## config.mk

```make
export PLATFORM = sky130hd
export DESIGN_NAME = subbit_psk_enc
export DESIGN_NICKNAME = d
export VERILOG_FILES = /design/src/rtl/subbit_psk_pkg.sv /design/src/rtl/subbit_psk_timer.sv /design/src/rtl/subbit_psk_serializer.sv /design/src/rtl/subbit_psk_enc.sv
export SDC_FILE = /design/constraint.sdc
export NUM_CORES = 1
export LEC_CHECK = 0
export CORE_ASPECT_RATIO = 1.25
export CORE_UTILIZATION = 62
export CTS_CLUSTER_DIAMETER = 100
export DETAILED_ROUTE_END_ITERATION = 7
export DONT_BUFFER_PORTS = 1
export PLACE_DENSITY = 0.82
export SKIP_LAST_GASP = 1
export SYNTH_ARGS = -nofsm -noshare
export SYNTH_HDL_FRONTEND = slang
export SYNTH_SLANG_ARGS = --single-unit
```

## constraint.sdc

```tcl
create_clock -name clk -period 2.3 [get_ports clk]
set_clock_uncertainty 0.2 [all_clocks]
set_input_delay 0.69 -clock clk [delete_from_list [all_inputs] [get_ports clk]]
set_output_delay 0.69 -clock clk [all_outputs]
set_load 0.05 [all_outputs]
```

## src/rtl/subbit_psk_pkg.sv

```systemverilog
package subbit_psk_pkg;

   // Number of sub-bits in one codeword.
   localparam int unsigned SUB_N = 5;

   // Codewords for a bit of value 1; a bit of value 0 uses the complement.
   localparam logic [SUB_N-1:0] MSG_ONE_CW  = 5'b01011;
   localparam logic [SUB_N-1:0] ADDR_ONE_CW = 5'b00111;

   // Pick the codeword for a bit value, given the codeword for a one.
   function automatic logic [SUB_N-1:0] cw_pick(input logic [SUB_N-1:0] one_cw,
                                                input logic             val);
      return val ? one_cw : ~one_cw;
   endfunction

endpackage

```

## src/rtl/subbit_psk_timer.sv

```systemverilog
// Sub-bit period counter and carrier generator sharing one time base.
module subbit_psk_timer #(
   parameter int unsigned CLK_PER_SUBBIT = 8,
   parameter int unsigned HALF_PER       = 2
) (
   input  logic clk,
   input  logic rst,
   output logic tick,
   output logic carrier
);
   localparam int unsigned CW = (CLK_PER_SUBBIT > 1) ? $clog2(CLK_PER_SUBBIT) : 1;
   localparam logic [CW-1:0] LAST = CW'(CLK_PER_SUBBIT - 1);

   logic [CW-1:0] per_cnt;

   always_ff @(posedge clk) begin
      if (rst) begin
         per_cnt <= '0;
      end else if (per_cnt == LAST) begin
         per_cnt <= '0;
      end else begin
         per_cnt <= per_cnt + 1'b1;
      end
   end

   assign tick = (per_cnt == LAST);

   generate
      if (HALF_PER == 1) begin : g_car_fast
         always_ff @(posedge clk) begin
            if (rst) carrier <= 1'b1;
            else     carrier <= ~carrier;
         end
      end else begin : g_car_div
         localparam int unsigned HW = $clog2(HALF_PER);
         localparam logic [HW-1:0] HLAST = HW'(HALF_PER - 1);
         logic [HW-1:0] half_cnt;
         always_ff @(posedge clk) begin
            if (rst) begin
               half_cnt <= '0;
               carrier  <= 1'b1;
            end else if (half_cnt == HLAST) begin
               half_cnt <= '0;
               carrier  <= ~carrier;
            end else begin
               half_cnt <= half_cnt + 1'b1;
            end
         end
      end
   endgenerate

endmodule

```

## src/rtl/subbit_psk_serializer.sv

```systemverilog
// Bit intake with one look-ahead slot and codeword shift-out.
module subbit_psk_serializer
   import subbit_psk_pkg::*;
#(
   parameter logic [SUB_N-1:0] MSG_CW  = MSG_ONE_CW,
   parameter logic [SUB_N-1:0] ADDR_CW = ADDR_ONE_CW
) (
   input  logic clk,
   input  logic rst,
   input  logic tick,
   input  logic bit_valid,
   input  logic bit_data,
   input  logic bit_addr,
   output logic bit_ready,
   output logic sub_bit,
   output logic sub_stb,
   output logic active
);
   localparam int unsigned IW = $clog2(SUB_N);
   localparam logic [IW-1:0] IDX_LAST = IW'(SUB_N - 1);

   logic [SUB_N-1:0] shreg;
   logic [IW-1:0]    idx;
   logic             hold_v, hold_d, hold_a;
   logic             last_sub, xfer, take, src_v, src_d, src_a;
   logic [SUB_N-1:0] next_cw;

   assign last_sub  = active && (idx == IDX_LAST);
   assign bit_ready = !hold_v && (!active || last_sub);
   assign xfer      = bit_valid && bit_ready;
   assign take      = tick && (!active || last_sub);

   // Source for a new codeword: look-ahead slot first, else the bit arriving now.
   assign src_v = hold_v || xfer;
   assign src_d = hold_v ? hold_d : bit_data;
   assign src_a = hold_v ? hold_a : bit_addr;
   assign next_cw = src_a ? cw_pick(ADDR_CW, src_d) : cw_pick(MSG_CW, src_d);

   always_ff @(posedge clk) begin
      if (rst) begin
         shreg   <= '1;
         idx     <= '0;
         active  <= 1'b0;
         hold_v  <= 1'b0;
         hold_d  <= 1'b0;
         hold_a  <= 1'b0;
         sub_stb <= 1'b0;
      end else begin
         sub_stb <= 1'b0;
         if (xfer && !take) begin
            hold_v <= 1'b1;
            hold_d <= bit_data;
            hold_a <= bit_addr;
         end
         if (tick) begin
            if (take) begin
               if (src_v) begin
                  shreg   <= next_cw;
                  idx     <= '0;
                  active  <= 1'b1;
                  sub_stb <= 1'b1;
                  hold_v  <= 1'b0;
               end else begin
                  shreg  <= '1;
                  idx    <= '0;
                  active <= 1'b0;
               end
            end else begin
               shreg   <= {shreg[SUB_N-2:0], 1'b1};
               idx     <= idx + 1'b1;
               sub_stb <= 1'b1;
            end
         end
      end
   end

   assign sub_bit = shreg[SUB_N-1];

endmodule

```

## src/rtl/subbit_psk_enc.sv

```systemverilog
// Sub-bit encoder with phase-inverting square-wave carrier.
module subbit_psk_enc
   import subbit_psk_pkg::*;
#(
   parameter int unsigned      CLK_PER_SUBBIT = 100000,
   parameter int unsigned      CARRIER_MULT   = 2,
   parameter logic [SUB_N-1:0] MSG_CW         = MSG_ONE_CW,
   parameter logic [SUB_N-1:0] ADDR_CW        = ADDR_ONE_CW
) (
   input  logic clk,
   input  logic rst,
   input  logic bit_valid,
   input  logic bit_data,
   input  logic bit_addr,
   output logic bit_ready,
   output logic psk_out,
   output logic sub_bit,
   output logic sub_stb,
   output logic tx_active
);
   localparam int unsigned HALF_PER = CLK_PER_SUBBIT / (2 * CARRIER_MULT);

   generate
      if (CARRIER_MULT < 1) begin : g_bad_mult
         $error("CARRIER_MULT must be at least 1");
      end
      if (CLK_PER_SUBBIT % (2 * CARRIER_MULT) != 0) begin : g_bad_div
         $error("CLK_PER_SUBBIT must be a multiple of 2*CARRIER_MULT");
      end
      if (MSG_CW == ADDR_CW || MSG_CW == ~ADDR_CW) begin : g_bad_cw
         $error("address codewords must differ from message codewords");
      end
      if (MSG_CW == ~MSG_CW) begin : g_bad_pair
         $error("codeword pair must be distinct");
      end
   endgenerate

   logic tick;
   logic carrier;

   subbit_psk_timer #(
      .CLK_PER_SUBBIT(CLK_PER_SUBBIT),
      .HALF_PER      (HALF_PER)
   ) u_timer (
      .clk    (clk),
      .rst    (rst),
      .tick   (tick),
      .carrier(carrier)
   );

   subbit_psk_serializer #(
      .MSG_CW (MSG_CW),
      .ADDR_CW(ADDR_CW)
   ) u_ser (
      .clk      (clk),
      .rst      (rst),
      .tick     (tick),
      .bit_valid(bit_valid),
      .bit_data (bit_data),
      .bit_addr (bit_addr),
      .bit_ready(bit_ready),
      .sub_bit  (sub_bit),
      .sub_stb  (sub_stb),
      .active   (tx_active)
   );

   // A zero sub-bit flips the carrier by half a period.
   assign psk_out = carrier ^ (tx_active & ~sub_bit);

endmodule

```

==> reports/summary.md <==
Clock-pin slew was measured on the worst setup and hold paths at 0.08 ns. Once the floorplan was initialized, standard cells occupied 66.41% of the core. Share of the yosys chip area belonging to registers: 42.64%. The clock latency on the worst-skew pair was 0.30 ns. The worst vdd rail ir drop was 0.0004734 V. The cell depth of the worst min-delay path was 1; the worst path arrival time was 1.31 ns.

For the clock sink total, the log shows 46. The share of the clock period used by the worst path after layout came out at 95.61%. The count of cell types in the netlist was 41; the hold buffer count at cts was 0. The cell area after synthesis came out at 0.002160 sq mm. The worst setup path is launched from a register. The run finished with clean final reports. Counting every net in the synthesized netlist gives 255. The transition time at the pin with the least slew margin came out at 0.5590 ns. The initial antenna violation count was 0; the max-cap violation count was 0. By startpoint and endpoint, the worst setup path is classified as reg -> out. Aggregate global routing overflow: 0. The worst hold-check path type is in -> reg.

The power density relative to cell area was 582.1 mW/mm^2; the count of mapped cells out of synthesis was 246. The synthesized area per cell was 8.779 sq um; the number of top-level pins was 10. The tools report the part of the total power dissipated in the clock network as 34.5%.

In the global route stage, overall resource usage came out at 23.05%. The number of vias per cell after detailed routing was 5.613. The number of inserted diodes was 0. From synthesis to final layout, the design area changed by 7.011%. The hold violation total from the final report was 0; the proportion of power drawn by flip-flops and latches was 61.2%. The H-tree depth was 2. In the routed design, unresolved DRC markers number 0. The overall die width was 54.79 um. Cell internal power was estimated by the tool at 1.043 mW. For the total routed wirelength, the log shows 3748 um.

The floorplan step defined a core boundary enclosing 0.003252 sq mm. The detail route stage leaves a number of antenna-violating nets equal to 0. The minimum period implied by the final worst setup slack was 2.199 ns; the synthesized flop and latch total was 46. The tools report the global-route wire length before repair as 6072 um. The share of total power dissipated in combinational logic is 4.4%. The async set-reset flop share out of synthesis is 0%, and the height of the die is 67.99 um. Count of flip-flops with a built-in enable after synthesis: 0. In the synthesized netlist the dominant register cell turns out to be dfxtp_1. Setup repair after global routing left no endpoint under its margin. Across all register-to-register paths, the minimum setup slack is 0.36 ns.

The tree is rooted in a clkbuf_8. Summing all non-filler instances in the final layout gives an area of 0.002311 sq mm. Setup total negative slack on the finished layout was measured at 0 ns.

In this run the static leakage power is 0.8100 nW. The run gives 0 as the total setup buffers inserted after CTS. The final layout contains 259 nets. During synthesis, Yosys emitted a total of 0 warnings. The first routing iteration left 54 violations. The number of global-route vias before repair is 1503, and the pin count of the biggest net entering global routing is 21. The path with the worst hold slack has its endpoint at u_ser.idx[1]. Summed over all nets, the switching power comes to 302.4 uW. In the final layout, the share of cells above drive strength 1 is 8.800%. Measured in cells, the most critical reg-to-reg path has a length of 5. Dividing the detail-routed wire length by the instance count gives 13.06 um. Across all layers, the routed design uses 1611 vias.

In this run switching power makes up 22.48% of total power. Worst endpoint required time: 1.41 ns. Type of destination of the critical path: an output port.

In this run the tightest slew margin relative to its limit is 62.73%. The count of endpoints failing setup in the final report was 0. In this run the critical register-to-register path is captured at u_ser.idx[0]. The overall die area was 0.003725 sq mm. The run gives 244 as the total of fill cells in the finished design. During placement, the flow inserted port buffers numbering 0. The start of the worst register-to-register path is u_timer.per_cnt[0].

The critical hold path startpoint was rst. The logs give 5 for the number of buffers inserted during clock tree synthesis and 0.002230 sq mm for the total cell area at the placement stage. TritonCTS built the clock tree.

The count of final max-slew check failures was 0; the maximum achievable frequency was 0.4548 GHz. The congestion estimate from routability-driven global placement came to 0.7751. Of all nets on the critical path, the largest fanout is 5. The logs give 4 for the number of iterations in the first detailed-routing pass and 2 for the buffer levels on the longest clock path. The count of standard-cell rows was 23.

The wire-length estimate of the detail-placed layout is 2563 um.
how the worst max path moves through the flow:
| stage | startpoint | to | slack, ns | cells after the start |
|---|---|---|---|---|
| floorplan | u_ser.active | psk_out | 0.06 | 2 |
| global placement | u_ser.idx[0] | bit_ready | 0.22 | 5 |
| finish | u_ser.idx[1] | bit_ready | 0.10 | 4 |
| global route | u_ser.idx[0] | bit_ready | 0.06 | 4 |
| CTS | u_ser.idx[0] | bit_ready | 0.01 | 5 |
| detailed placement | u_ser.idx[0] | bit_ready | 0.18 | 5 |
cell usage in the layout (no fill, tap or decap), types with 7 or more instances in the layout:
master	count
a21oi_1	8
dfxtp_1	45
inv_1	9
nand2_1	14
nand2b_1	9
nand3_1	10
nand4_1	8
nor2_1	42
nor3_1	7
o21ai_0	8
xnor2_1	16
xor2_1	12
power by group through the flow:
stage / combinational (mW) / clock (mW) / sequential [mW]
floorplan: 0.0587 / 0 / 0.836
global placement: 0.0570 / 0 / 0.840
detailed placement: 0.0587 / 0 / 0.841
CTS: 0.0598 / 0.472 / 0.823
global route: 0.0657 / 0.503 / 0.825
finish: 0.0587 / 0.464 / 0.823
logic make-up after synthesis:
family	share of synthesized area, %
multiplexers	1.854
buffers and inverters	3.939
XOR/XNOR	11.76
flip-flops	42.64
AND/OR/NAND/NOR	30.47
adder cells (fa/ha/maj)	2.318
AO/OA/AOI/OAI	7.011
per-stage QoR:
stage / util [%] / worst slack [ns] / power [mW] / instances / hold WS [ns]
after floorplan: - / 0.05586 / 0.8946 / 246 / 0.2295
after global placement: 68.56 / 0.2175 / 0.8974 / 281 / 0.2406
after detailed placement: 68.56 / 0.1833 / 0.8999 / 281 / 0.2496
after CTS: 71.07 / 0.01207 / 1.354 / 288 / 0.2427
after global routing: 71.07 / 0.06393 / 1.394 / 287 / 0.2325
final: 71.07 / 0.1010 / 1.345 / 287 / 0.2452
synthesized netlist by cell type (5+ instances only):
cell type	instances	area (sq um)
nand4_1	8	50.05
nor3_1	7	35.03
xnor2_1	17	148.9
nand2b_1	9	56.30
a21oi_1	8	40.04
xor2_1	12	105.1
nand2_1	14	52.55
nand3_1	10	50.05
or3_1	5	31.28
dfxtp_1	46	920.9
nor2_1	43	161.4
inv_1	9	33.78
o21ai_0	8	40.04
worst max-delay path, stage by stage, from the launching register on:
cell	delay (ns)
dfxtp_1	0.36
inv_1	0.05
ha_2	0.17
a21boi_2	0.27
nor2_4	0.15
state kept, by name, summed over array words and instances, names as in the netlist:
signal and flops:
u_timer.per_cnt 17, u_ser.hold_v 1, u_ser.hold_d 1, u_ser.idx 3
u_ser.hold_a 1, u_ser.active 1, u_ser.shreg 5, u_ser.sub_stb 1
u_timer.carrier 1, u_timer.g_car_div.half_cnt 15
layout make-up:
| cell class | instances | area [sq um] | share of cell area (%) |
|---|---|---|---|
| Sequential cell | 46 | 922.1 | 39.90 |
| Clock buffer | 7 | 76.32 | 3.303 |
| Multi-Input combinational cell | 182 | 1175 | 50.84 |
| Timing Repair Buffer | 6 | 57.56 | 2.491 |
| Inverter | 9 | 33.78 | 1.462 |
| Tap cell | 37 | 46.29 | 2.003 |
layer usage:
| layer | routed length, um | vias to the layer above | GRT usage [%] | share of wire, % |
|---|---|---|---|---|
| met5 | 0 | - | 0 | 0 |
| met4 | 61 | 0 | 10.26 | 1.6 |
| met3 | 118 | 5 | 7.778 | 3.1 |
| met2 | 1860 | 15 | 38.86 | 50 |
| met1 | 1707 | 740 | 25.45 | 46 |
| li1 | - | 851 | - | - |
timing repair:
action / CTS / global route
pin swaps: 0 / 1
setup endpoints to repair: 1 / 1
resized for setup: 1 / 4
gates cloned: 0 / 0
No activity file was read; power rests on OpenSTA's default activity.
